**config.mk**
```make
export PLATFORM = sky130hd
export DESIGN_NAME = sdram_cmd_monitor
export DESIGN_NICKNAME = d
export VERILOG_FILES = /design/src/rtl/sdram_mon_pkg.sv /design/src/rtl/sdram_cmd_decode.sv /design/src/rtl/sdram_bank_track.sv /design/src/rtl/sdram_cmd_monitor.sv
export SDC_FILE = /design/constraint.sdc
export NUM_CORES = 1
export LEC_CHECK = 0
export ABC_AREA = 1
export BUFFER_PORTS_ARGS = -buffer_cell sky130_fd_sc_hd__buf_2
export CAP_MARGIN = 20
export CORE_ASPECT_RATIO = 2
export CORE_MARGIN = 2
export CORE_UTILIZATION = 69
export DETAILED_ROUTE_END_ITERATION = 10
export GPL_ROUTABILITY_DRIVEN = 0
export MAX_ROUTING_LAYER = met4
export PLACE_DENSITY = 0.86
export SKIP_CTS_REPAIR_TIMING = 1
export SLEW_MARGIN = 5
export SYNTH_ARGS = -nofsm -noshare
export SYNTH_HDL_FRONTEND = slang
export SYNTH_SLANG_ARGS = --single-unit
```
**constraint.sdc**
```tcl
create_clock -name clk -period 7.1 [get_ports clk]
set_clock_uncertainty 0.2 [all_clocks]
set_input_delay 1.065 -clock clk [delete_from_list [all_inputs] [get_ports clk]]
set_output_delay 1.065 -clock clk [all_outputs]
set_load 0.01 [all_outputs]
```
**src/rtl/sdram_mon_pkg.sv**
```systemverilog
// Package shared by the SDRAM command monitor: decoded command kinds and
// the numeric error codes. Codes are ordered by reporting priority (lower
// value wins when several rules fail on one edge).
package sdram_mon_pkg;

    typedef enum logic [2:0] {
        CMD_NONE,
        CMD_ACT,
        CMD_PRE,
        CMD_RD,
        CMD_WR,
        CMD_MRS,
        CMD_REF,
        CMD_BST
    } cmd_e;

    localparam int NUM_CODES     = 12;
    localparam int ERR_ACT_OPEN  = 1;
    localparam int ERR_ACT_RP    = 2;
    localparam int ERR_ACT_RC    = 3;
    localparam int ERR_ACT_RRD   = 4;
    localparam int ERR_ACT_MRD   = 5;
    localparam int ERR_COL_SHUT  = 6;
    localparam int ERR_COL_RCD   = 7;
    localparam int ERR_PRE_RAS   = 8;
    localparam int ERR_PRE_WR    = 9;
    localparam int ERR_RAS_LATE  = 10;
    localparam int ERR_NOT_IDLE  = 11;

endpackage

```
**src/rtl/sdram_cmd_decode.sv**
```systemverilog
// Command decoder: turns the sampled strobes into one command kind.
// Assumes strobes are active low. A cycle with clock enable low (suspend or
// power-down) or with chip select high decodes as CMD_NONE.
module sdram_cmd_decode
    import sdram_mon_pkg::*;
(
    input  logic cke,
    input  logic cs_n,
    input  logic ras_n,
    input  logic cas_n,
    input  logic we_n,
    output cmd_e cmd
);

    // Map the strobe pattern to a command kind
    always_comb begin
        cmd = CMD_NONE;
        if (cke && !cs_n) begin
            case ({ras_n, cas_n, we_n})
                3'b011:  cmd = CMD_ACT;
                3'b010:  cmd = CMD_PRE;
                3'b101:  cmd = CMD_RD;
                3'b100:  cmd = CMD_WR;
                3'b000:  cmd = CMD_MRS;
                3'b001:  cmd = CMD_REF;
                3'b110:  cmd = CMD_BST;
                default: cmd = CMD_NONE;
            endcase
        end
    end

endmodule

```
**src/rtl/sdram_bank_track.sv**
```systemverilog
// Per-bank tracker: holds one bank's state (closed, open, auto-precharging)
// and down-counters for its own spacing rules. Each counter is loaded with
// (limit - 1) on the starting command, so a value of zero on a later cycle
// means the limit has been met. Raises per-code flags for the current cycle.
// Assumes all limits are at least one cycle.
module sdram_bank_track
    import sdram_mon_pkg::*;
#(
    parameter int T_RCD     = 2,
    parameter int T_RP      = 2,
    parameter int T_RAS_MIN = 5,
    parameter int T_RAS_MAX = 13334,
    parameter int T_RC      = 8,
    parameter int T_WR      = 2,
    parameter int BURST     = 4
) (
    input  logic                 clk,
    input  logic                 rst_n,
    input  logic                 do_act,
    input  logic                 do_rd,
    input  logic                 do_wr,
    input  logic                 do_pre,
    input  logic                 ap,
    output logic [NUM_CODES-1:0] flag,
    output logic                 ready
);

    localparam int CW = $clog2(T_RAS_MAX + T_RC + BURST + T_WR + T_RP + 3);
    localparam logic [CW-1:0] AGE_LATE = CW'(T_RAS_MAX + 1);

    typedef enum logic [1:0] {B_IDLE, B_OPEN, B_AUTO} bstate_e;

    bstate_e       state;
    logic [CW-1:0] rcd_rem, ras_rem, rc_rem, rp_rem, wr_rem, ap_rem, age;

    function automatic logic [CW-1:0] down(input logic [CW-1:0] v);
        return (v != '0) ? v - 1'b1 : v;
    endfunction

    // Advance counters and follow the bank state from the observed commands
    always_ff @(posedge clk) begin
        if (!rst_n) begin
            state   <= B_IDLE;
            rcd_rem <= '0;
            ras_rem <= '0;
            rc_rem  <= '0;
            rp_rem  <= '0;
            wr_rem  <= '0;
            ap_rem  <= '0;
            age     <= '0;
        end else begin
            rcd_rem <= down(rcd_rem);
            ras_rem <= down(ras_rem);
            rc_rem  <= down(rc_rem);
            rp_rem  <= down(rp_rem);
            wr_rem  <= down(wr_rem);
            ap_rem  <= down(ap_rem);
            if (state == B_OPEN && age <= AGE_LATE)
                age <= age + 1'b1;
            if (state == B_AUTO && ap_rem == CW'(1))
                state <= B_IDLE;
            if (do_act) begin
                state   <= B_OPEN;
                rcd_rem <= CW'(T_RCD - 1);
                ras_rem <= CW'(T_RAS_MIN - 1);
                rc_rem  <= CW'(T_RC - 1);
                wr_rem  <= '0;
                age     <= CW'(1);
            end else if (do_pre && state == B_OPEN) begin
                state  <= B_IDLE;
                rp_rem <= CW'(T_RP - 1);
            end else if ((do_rd || do_wr) && state == B_OPEN) begin
                if (do_wr)
                    wr_rem <= CW'(BURST + T_WR - 2);
                if (ap) begin
                    state  <= B_AUTO;
                    ap_rem <= do_wr ? CW'(BURST + T_WR + T_RP - 2)
                                    : CW'(BURST + T_RP - 1);
                end
            end
        end
    end

    // Judge this cycle's command against the bank's state and timers
    always_comb begin
        flag = '0;
        if (do_act) begin
            if (state != B_IDLE)     flag[ERR_ACT_OPEN] = 1'b1;
            else if (rp_rem != '0)   flag[ERR_ACT_RP]   = 1'b1;
            if (rc_rem != '0)        flag[ERR_ACT_RC]   = 1'b1;
        end
        if (do_rd || do_wr) begin
            if (state != B_OPEN)     flag[ERR_COL_SHUT] = 1'b1;
            else if (rcd_rem != '0)  flag[ERR_COL_RCD]  = 1'b1;
        end
        if (do_pre && state == B_OPEN) begin
            if (ras_rem != '0)       flag[ERR_PRE_RAS]  = 1'b1;
            if (wr_rem != '0)        flag[ERR_PRE_WR]   = 1'b1;
        end
        if (state == B_OPEN && age == AGE_LATE)
            flag[ERR_RAS_LATE] = 1'b1;
    end

    // Bank may take a refresh or mode load
    assign ready = (state == B_IDLE) && (rp_rem == '0);


    auto_no_reopen_chk: assert property (@(posedge clk) disable iff (!rst_n)
        (state == B_AUTO && !do_act) |=> (state != B_OPEN));


    late_once_chk: assert property (@(posedge clk) disable iff (!rst_n)
        flag[ERR_RAS_LATE] |=> !flag[ERR_RAS_LATE]);

    if (T_RCD > 1) begin : g_rcd_chk

        rcd_early_chk: assert property (@(posedge clk) disable iff (!rst_n)
            ($past(do_act) && $past(rst_n) && (do_rd || do_wr))
            |-> flag[ERR_COL_RCD]);
    end

    if (BURST + T_WR > 2) begin : g_wr_chk

        wr_early_chk: assert property (@(posedge clk) disable iff (!rst_n)
            ($past(do_wr) && $past(state == B_OPEN) && !$past(ap) &&
             $past(rst_n) && do_pre && !do_act) |-> flag[ERR_PRE_WR]);
    end

endmodule

```
**src/rtl/sdram_cmd_monitor.sv**
```systemverilog
// SDRAM command timing checker (top). Decodes the sampled bus, routes each
// command to the bank trackers, applies the cross-bank rules (activate to
// activate, mode load to activate, all-idle for refresh and mode load) and
// registers a single prioritised error report per cycle. Purely passive.
module sdram_cmd_monitor
    import sdram_mon_pkg::*;
#(
    parameter int BA_W      = 2,
    parameter int T_RCD     = 2,
    parameter int T_RP      = 2,
    parameter int T_RAS_MIN = 5,
    parameter int T_RAS_MAX = 13334,
    parameter int T_RC      = 8,
    parameter int T_RRD     = 2,
    parameter int T_WR      = 2,
    parameter int T_MRD     = 2,
    parameter int BURST     = 4
) (
    input  logic            clk,
    input  logic            rst_n,
    input  logic            cke,
    input  logic            cs_n,
    input  logic            ras_n,
    input  logic            cas_n,
    input  logic            we_n,
    input  logic [BA_W-1:0] ba,
    input  logic            a10,
    output logic            err_valid,
    output logic [3:0]      err_code,
    output logic [BA_W-1:0] err_bank
);

    localparam int NUM_BANKS = 1 << BA_W;
    localparam int XW = $clog2((T_RRD > T_MRD ? T_RRD : T_MRD) + 1);

    cmd_e                 cmd;
    logic [NUM_BANKS-1:0] b_act, b_rd, b_wr, b_pre, b_ready;
    logic [NUM_CODES-1:0] b_flag   [NUM_BANKS];
    logic [NUM_CODES-1:0] all_flag [NUM_BANKS];
    logic [XW-1:0]        rrd_rem, mrd_rem;
    logic [3:0]           code_d;
    logic [BA_W-1:0]      bank_d;
    logic                 need_idle;

    sdram_cmd_decode i_dec (
        .cke   (cke),
        .cs_n  (cs_n),
        .ras_n (ras_n),
        .cas_n (cas_n),
        .we_n  (we_n),
        .cmd   (cmd)
    );

    for (genvar gb = 0; gb < NUM_BANKS; gb++) begin : g_bank
        assign b_act[gb] = (cmd == CMD_ACT) && (ba == BA_W'(gb));
        assign b_rd[gb]  = (cmd == CMD_RD)  && (ba == BA_W'(gb));
        assign b_wr[gb]  = (cmd == CMD_WR)  && (ba == BA_W'(gb));
        assign b_pre[gb] = (cmd == CMD_PRE) && (a10 || ba == BA_W'(gb));

        sdram_bank_track #(
            .T_RCD(T_RCD), .T_RP(T_RP), .T_RAS_MIN(T_RAS_MIN),
            .T_RAS_MAX(T_RAS_MAX), .T_RC(T_RC), .T_WR(T_WR), .BURST(BURST)
        ) i_trk (
            .clk    (clk),
            .rst_n  (rst_n),
            .do_act (b_act[gb]),
            .do_rd  (b_rd[gb]),
            .do_wr  (b_wr[gb]),
            .do_pre (b_pre[gb]),
            .ap     (a10),
            .flag   (b_flag[gb]),
            .ready  (b_ready[gb])
        );
    end

    assign need_idle = (cmd == CMD_MRS) || (cmd == CMD_REF);

    // Cross-bank spacing counters (any activate, mode load)
    always_ff @(posedge clk) begin
        if (!rst_n) begin
            rrd_rem <= '0;
            mrd_rem <= '0;
        end else begin
            rrd_rem <= (rrd_rem != '0) ? rrd_rem - 1'b1 : rrd_rem;
            mrd_rem <= (mrd_rem != '0) ? mrd_rem - 1'b1 : mrd_rem;
            if (cmd == CMD_ACT) rrd_rem <= XW'(T_RRD - 1);
            if (cmd == CMD_MRS) mrd_rem <= XW'(T_MRD - 1);
        end
    end

    // Merge bank and cross-bank flags, then pick lowest code, lowest bank
    always_comb begin
        for (int b = 0; b < NUM_BANKS; b++) begin
            all_flag[b] = b_flag[b];
            all_flag[b][ERR_ACT_RRD]  = b_act[b] && (rrd_rem != '0);
            all_flag[b][ERR_ACT_MRD]  = b_act[b] && (mrd_rem != '0);
            all_flag[b][ERR_NOT_IDLE] = need_idle && !b_ready[b];
        end
        code_d = '0;
        bank_d = '0;
        for (int c = NUM_CODES - 1; c >= 1; c--) begin
            for (int b = NUM_BANKS - 1; b >= 0; b--) begin
                if (all_flag[b][c]) begin
                    code_d = 4'(c);
                    bank_d = BA_W'(b);
                end
            end
        end
    end

    // Register the error report
    always_ff @(posedge clk) begin
        if (!rst_n) begin
            err_valid <= 1'b0;
            err_code  <= '0;
            err_bank  <= '0;
        end else begin
            err_valid <= (code_d != '0);
            err_code  <= code_d;
            err_bank  <= bank_d;
        end
    end


    code_range_chk: assert property (@(posedge clk) disable iff (!rst_n)
        err_valid |-> (err_code != '0 && err_code < 4'(NUM_CODES)));

    if (T_RRD > 1) begin : g_rrd_chk

        act_pair_chk: assert property (@(posedge clk) disable iff (!rst_n)
            ((cmd == CMD_ACT) && $past(cmd == CMD_ACT) && $past(rst_n))
            |=> err_valid);
    end

endmodule

```
==> impl_metrics.env <==
export IMPL_min_path_type="flop to flop"
export IMPL_ctsRootBufferMaster="sky130_fd_sc_hd__clkbuf_16"
export IMPL_firstDrtPassIters=6
export IMPL_path_clk_slew_ns=0.07
export IMPL_dp_final_hpwl_um=32900
export IMPL_synth_edf_count=0
export IMPL_gr_total_overflow=0
export IMPL_compound_gate_portion_of_the_synthesized_area=0.117
export IMPL_synthDominantAreaCellType="sky130_fd_sc_hd__dfxtp_1"
export IMPL_maximum_number_of_pins_on_one_net_before_global_route_repair=48
export IMPL_critical_path_arrival_ns=4.15
export IMPL_layout_drive_gt1_share=0.0434
export IMPL_timing_final_crit_share=0.555
export IMPL_slew_headroom=0.387
export IMPL_num_nets_final=2953
export IMPL_mappedNetlistNets=2928
export IMPL_worst_path_setup_slack_after_routing_ns=3.16
export IMPL_worstSkewPairLatency_ns=0.54
export IMPL_mapped_cell_area_um2=20100
export IMPL_place_ws_ns=2.66
export IMPL_cts_buffers=37
export IMPL_number_of_antenna_violations_at_the_first_check_in_global_routing=2
export IMPL_tritoncts="built"
export IMPL_number_of_global_route_vias_before_repair=18200
export IMPL_die_y_extent_um=246
export IMPL_synth_seq_area_share=0.409
export IMPL_share_of_cell_area_taken_by_muxes_after_synthesis=0
export IMPL_floorplan_initialDensity=0.701
export IMPL_global_route_usage_total=0.301
export IMPL_drt_antenna_net_count=0
export IMPL_synth_ff_latch_count=411
export IMPL_path_max_fanout=44
export IMPL_portBuffers=16
export IMPL_post_synth_main_area_contributors="sky130_fd_sc_hd__dfxtp_1 (41%), sky130_fd_sc_hd__nor2_1 (9.8%), sky130_fd_sc_hd__nand2_1 (8.4%)"
export IMPL_viasPerCell=5.60
export IMPL_fp_dieW_um=125
export IMPL_crit_family="simple AND/OR/NAND/NOR gates"
export IMPL_synth_cells=2878
export IMPL_routedWlPerCell_um=13.8
export IMPL_cts_root_to_sink_buffers=3
export IMPL_unrepaired_setup_endpoints_after_global_routing="false"
export IMPL_totalWireLength_um=45400
export IMPL_synth_flop_cell="sky130_fd_sc_hd__dfxtp_1"
export IMPL_hold_viol=0
export IMPL_syn2layout_area_growth_pct=8.07
export IMPL_detailed_route_via_count=18400
export IMPL_max_slew_worst_pin_slew_ns=0.911
export IMPL_timing_final_max_slew_violations=0
export IMPL_crit_path_top_delay_cell="sky130_fd_sc_hd__buf_4"
export IMPL_yosysWarningCount=0
export IMPL_result_of_the_run="finished clean"
export IMPL_timing_setup_tns_ns=0
export IMPL_setup_viol=0
export IMPL_post_synth_num_cell_types=47
export IMPL_synth_xor_area_share=0.0674
export IMPL_total_number_of_h_tree_levels=2
export IMPL_achievable_frequency_mhz=254
export IMPL_synth_most_common_cell="sky130_fd_sc_hd__nor2_1"
export IMPL_synth_top_family_by_area="simple AND/OR/NAND/NOR gates"
export IMPL_static_leakage_power_uw=0.00972
export IMPL_cts_sinks=411
export IMPL_async_flop_share=0
export IMPL_synthesis_area_per_instance_um2=7.00
export IMPL_floorplan_io_pins=17
export IMPL_synthDominantCellAreaShare=0.409
export IMPL_worstSetupStartpointType="primary input"
export IMPL_wire_length_of_the_first_global_routing_pass_um=77100
export IMPL_required_worst_endpoint_ns=7.30
export IMPL_route_detailed_drc=0
export IMPL_crit_path_end_kind="flop"
export IMPL_synth_top_cells_by_count="sky130_fd_sc_hd__nor2_1 (524), sky130_fd_sc_hd__nand2_1 (450), sky130_fd_sc_hd__inv_1 (426)"
export IMPL_final_period_minus_worst_setup_slack_ns=3.94
export IMPL_max_cap_violations=0
export IMPL_std_cell_rows=88
export IMPL_timing_critical_path_slowest_cell_delay_ns=0.42
export IMPL_worstPathCellList="buf_2 > inv_1 > ha_1 > nor2_1 > nor2_2 > nand2_2 > nand2_4 > nand4_1 > nor2_1 > inv_1 > nor2_1 > clkinv_1 > nand2_1 > buf_4 > inv_1 > nand2_1 > a211oi_1"
export IMPL_vdd_ir_drop_max_mv=0.390
export IMPL_initialDrtViolationCount=945
export IMPL_core_region_area_um2=28700
export IMPL_worstPathBufferInverterCount=6
export IMPL_post_synth_and_or_nand_nor_area_fraction=0.294
export IMPL_synth_adder_area_share=0.0249
export IMPL_die_footprint_um2=30600
export IMPL_pwr_density_cell_nw_per_um2=485
export IMPL_critical_path_class="primary input to flop"
[final timing paths]
| check | startpoint | endpoint | slack [ns] | cells after the start |
|---|---|---|---|---|
| max reg2reg | g_bank[1].i_trk.rp_rem[0] | err_bank[0] | 3.42 | 43 |
| max | cas_n | g_bank[0].i_trk.wr_rem[1] | 3.16 | 17 |
| min | g_bank[3].i_trk.rp_rem[9] | g_bank[3].i_trk.rp_rem[9] | 0.27 | 1 |
| min reg2reg | g_bank[3].i_trk.rp_rem[9] | g_bank[3].i_trk.rp_rem[9] | 0.27 | 1 |
[area by class of cell]
class / count / area [um^2]
multi-input combinational: 1994 / 10100
sequential: 411 / 8230
fill: 2217 / 6980
inverter: 437 / 1640
clock buffer: 53 / 1080
tap: 360 / 450
timing repair buffer: 22 / 125
clock inverter: 10 / 104
antenna: 2 / 5.00
[through the flow]
stage	hold WS, ns	std cells	instance area (um^2)	total power, uW	util
detailed placement	0.254	3224	20600	8510	0.716
global route	0.279	3289	21800	11500	0.757
global placement	0.237	3224	20600	8280	0.716
floorplan	0.230	2878	20100	7500	-
finish	0.266	3289	21800	10600	0.757
CTS	0.266	3287	21800	10600	0.757
[registers in the layout, summed over array words and instances (netlist names)]
name / flops
g_bank.i_trk.ap_rem: 56
g_bank.i_trk.rp_rem: 56
g_bank.i_trk.ras_rem: 56
rrd_rem: 2
g_bank.i_trk.age: 56
err_valid: 1
mrd_rem: 2
err_code: 4
g_bank.i_trk.rc_rem: 56
g_bank.i_trk.rcd_rem: 56
err_bank: 2
g_bank.i_trk.wr_rem: 56
g_bank.i_trk.state: 8
[cell usage in the layout (no fill, tap or decap), types with 6 or more instances in the layout]
| cell type | n |
|---|---|
| sky130_fd_sc_hd__xor2_1 | 108 |
| sky130_fd_sc_hd__nand3_1 | 116 |
| sky130_fd_sc_hd__nor2_1 | 524 |
| sky130_fd_sc_hd__nor4_1 | 43 |
| sky130_fd_sc_hd__inv_1 | 425 |
| sky130_fd_sc_hd__clkbuf_16 | 37 |
| sky130_fd_sc_hd__clkbuf_1 | 7 |
| sky130_fd_sc_hd__o21ai_0 | 92 |
| sky130_fd_sc_hd__a21oi_1 | 224 |
| sky130_fd_sc_hd__dfxtp_1 | 411 |
| sky130_fd_sc_hd__clkinv_1 | 7 |
| sky130_fd_sc_hd__and3_1 | 6 |
| sky130_fd_sc_hd__nor3_1 | 137 |
| sky130_fd_sc_hd__nand2_1 | 450 |
| sky130_fd_sc_hd__ha_1 | 40 |
| sky130_fd_sc_hd__xnor2_1 | 47 |
| sky130_fd_sc_hd__nor3b_1 | 10 |
| sky130_fd_sc_hd__o21a_1 | 9 |
| sky130_fd_sc_hd__or2_2 | 25 |
| sky130_fd_sc_hd__clkinv_2 | 7 |
| sky130_fd_sc_hd__buf_2 | 16 |
| sky130_fd_sc_hd__a211oi_1 | 41 |
| sky130_fd_sc_hd__nand2_2 | 8 |
| sky130_fd_sc_hd__buf_4 | 6 |
| sky130_fd_sc_hd__clkbuf_8 | 9 |
| sky130_fd_sc_hd__o31ai_1 | 10 |
| sky130_fd_sc_hd__a31oi_1 | 17 |
| sky130_fd_sc_hd__nand4_1 | 39 |
[worst reg2reg max path: cells and delay by family (launching register included)]
family	cells	cell delay, ns
and+or+nand+nor	40	2.71
buffers and inverters	1	0.09
adders and majority gates	1	0.20
DFF	1	0.31
AOI/OAI and AO/OA	1	0.05
[logic make-up (layout without fill, tap and decap cells)]
group / after synthesis / in the layout
other: 0 / 2
AOI/OAI and AO/OA: 419 / 419
and+or+nand+nor: 1380 / 1380
buffers and inverters: 473 / 522
DFF: 411 / 411
adders and majority gates: 40 / 40
xor gates and xnor gates: 155 / 155
[metal layers]
layer	wire length [um]	track usage	vias up
li1	-	-	9334
met1	17200	0.295	8566
met2	24500	0.577	395
met3	1730	0.0381	135
met4	1960	0.146	0
met5	0	-	-
[report_power, final]
part,switching (uW),leakage (uW),internal [uW]
clock network,870,0.000589,1130
logic,2960,0.00575,1830
registers,679,0.00337,3100
(Power assumes the default switching activity.)
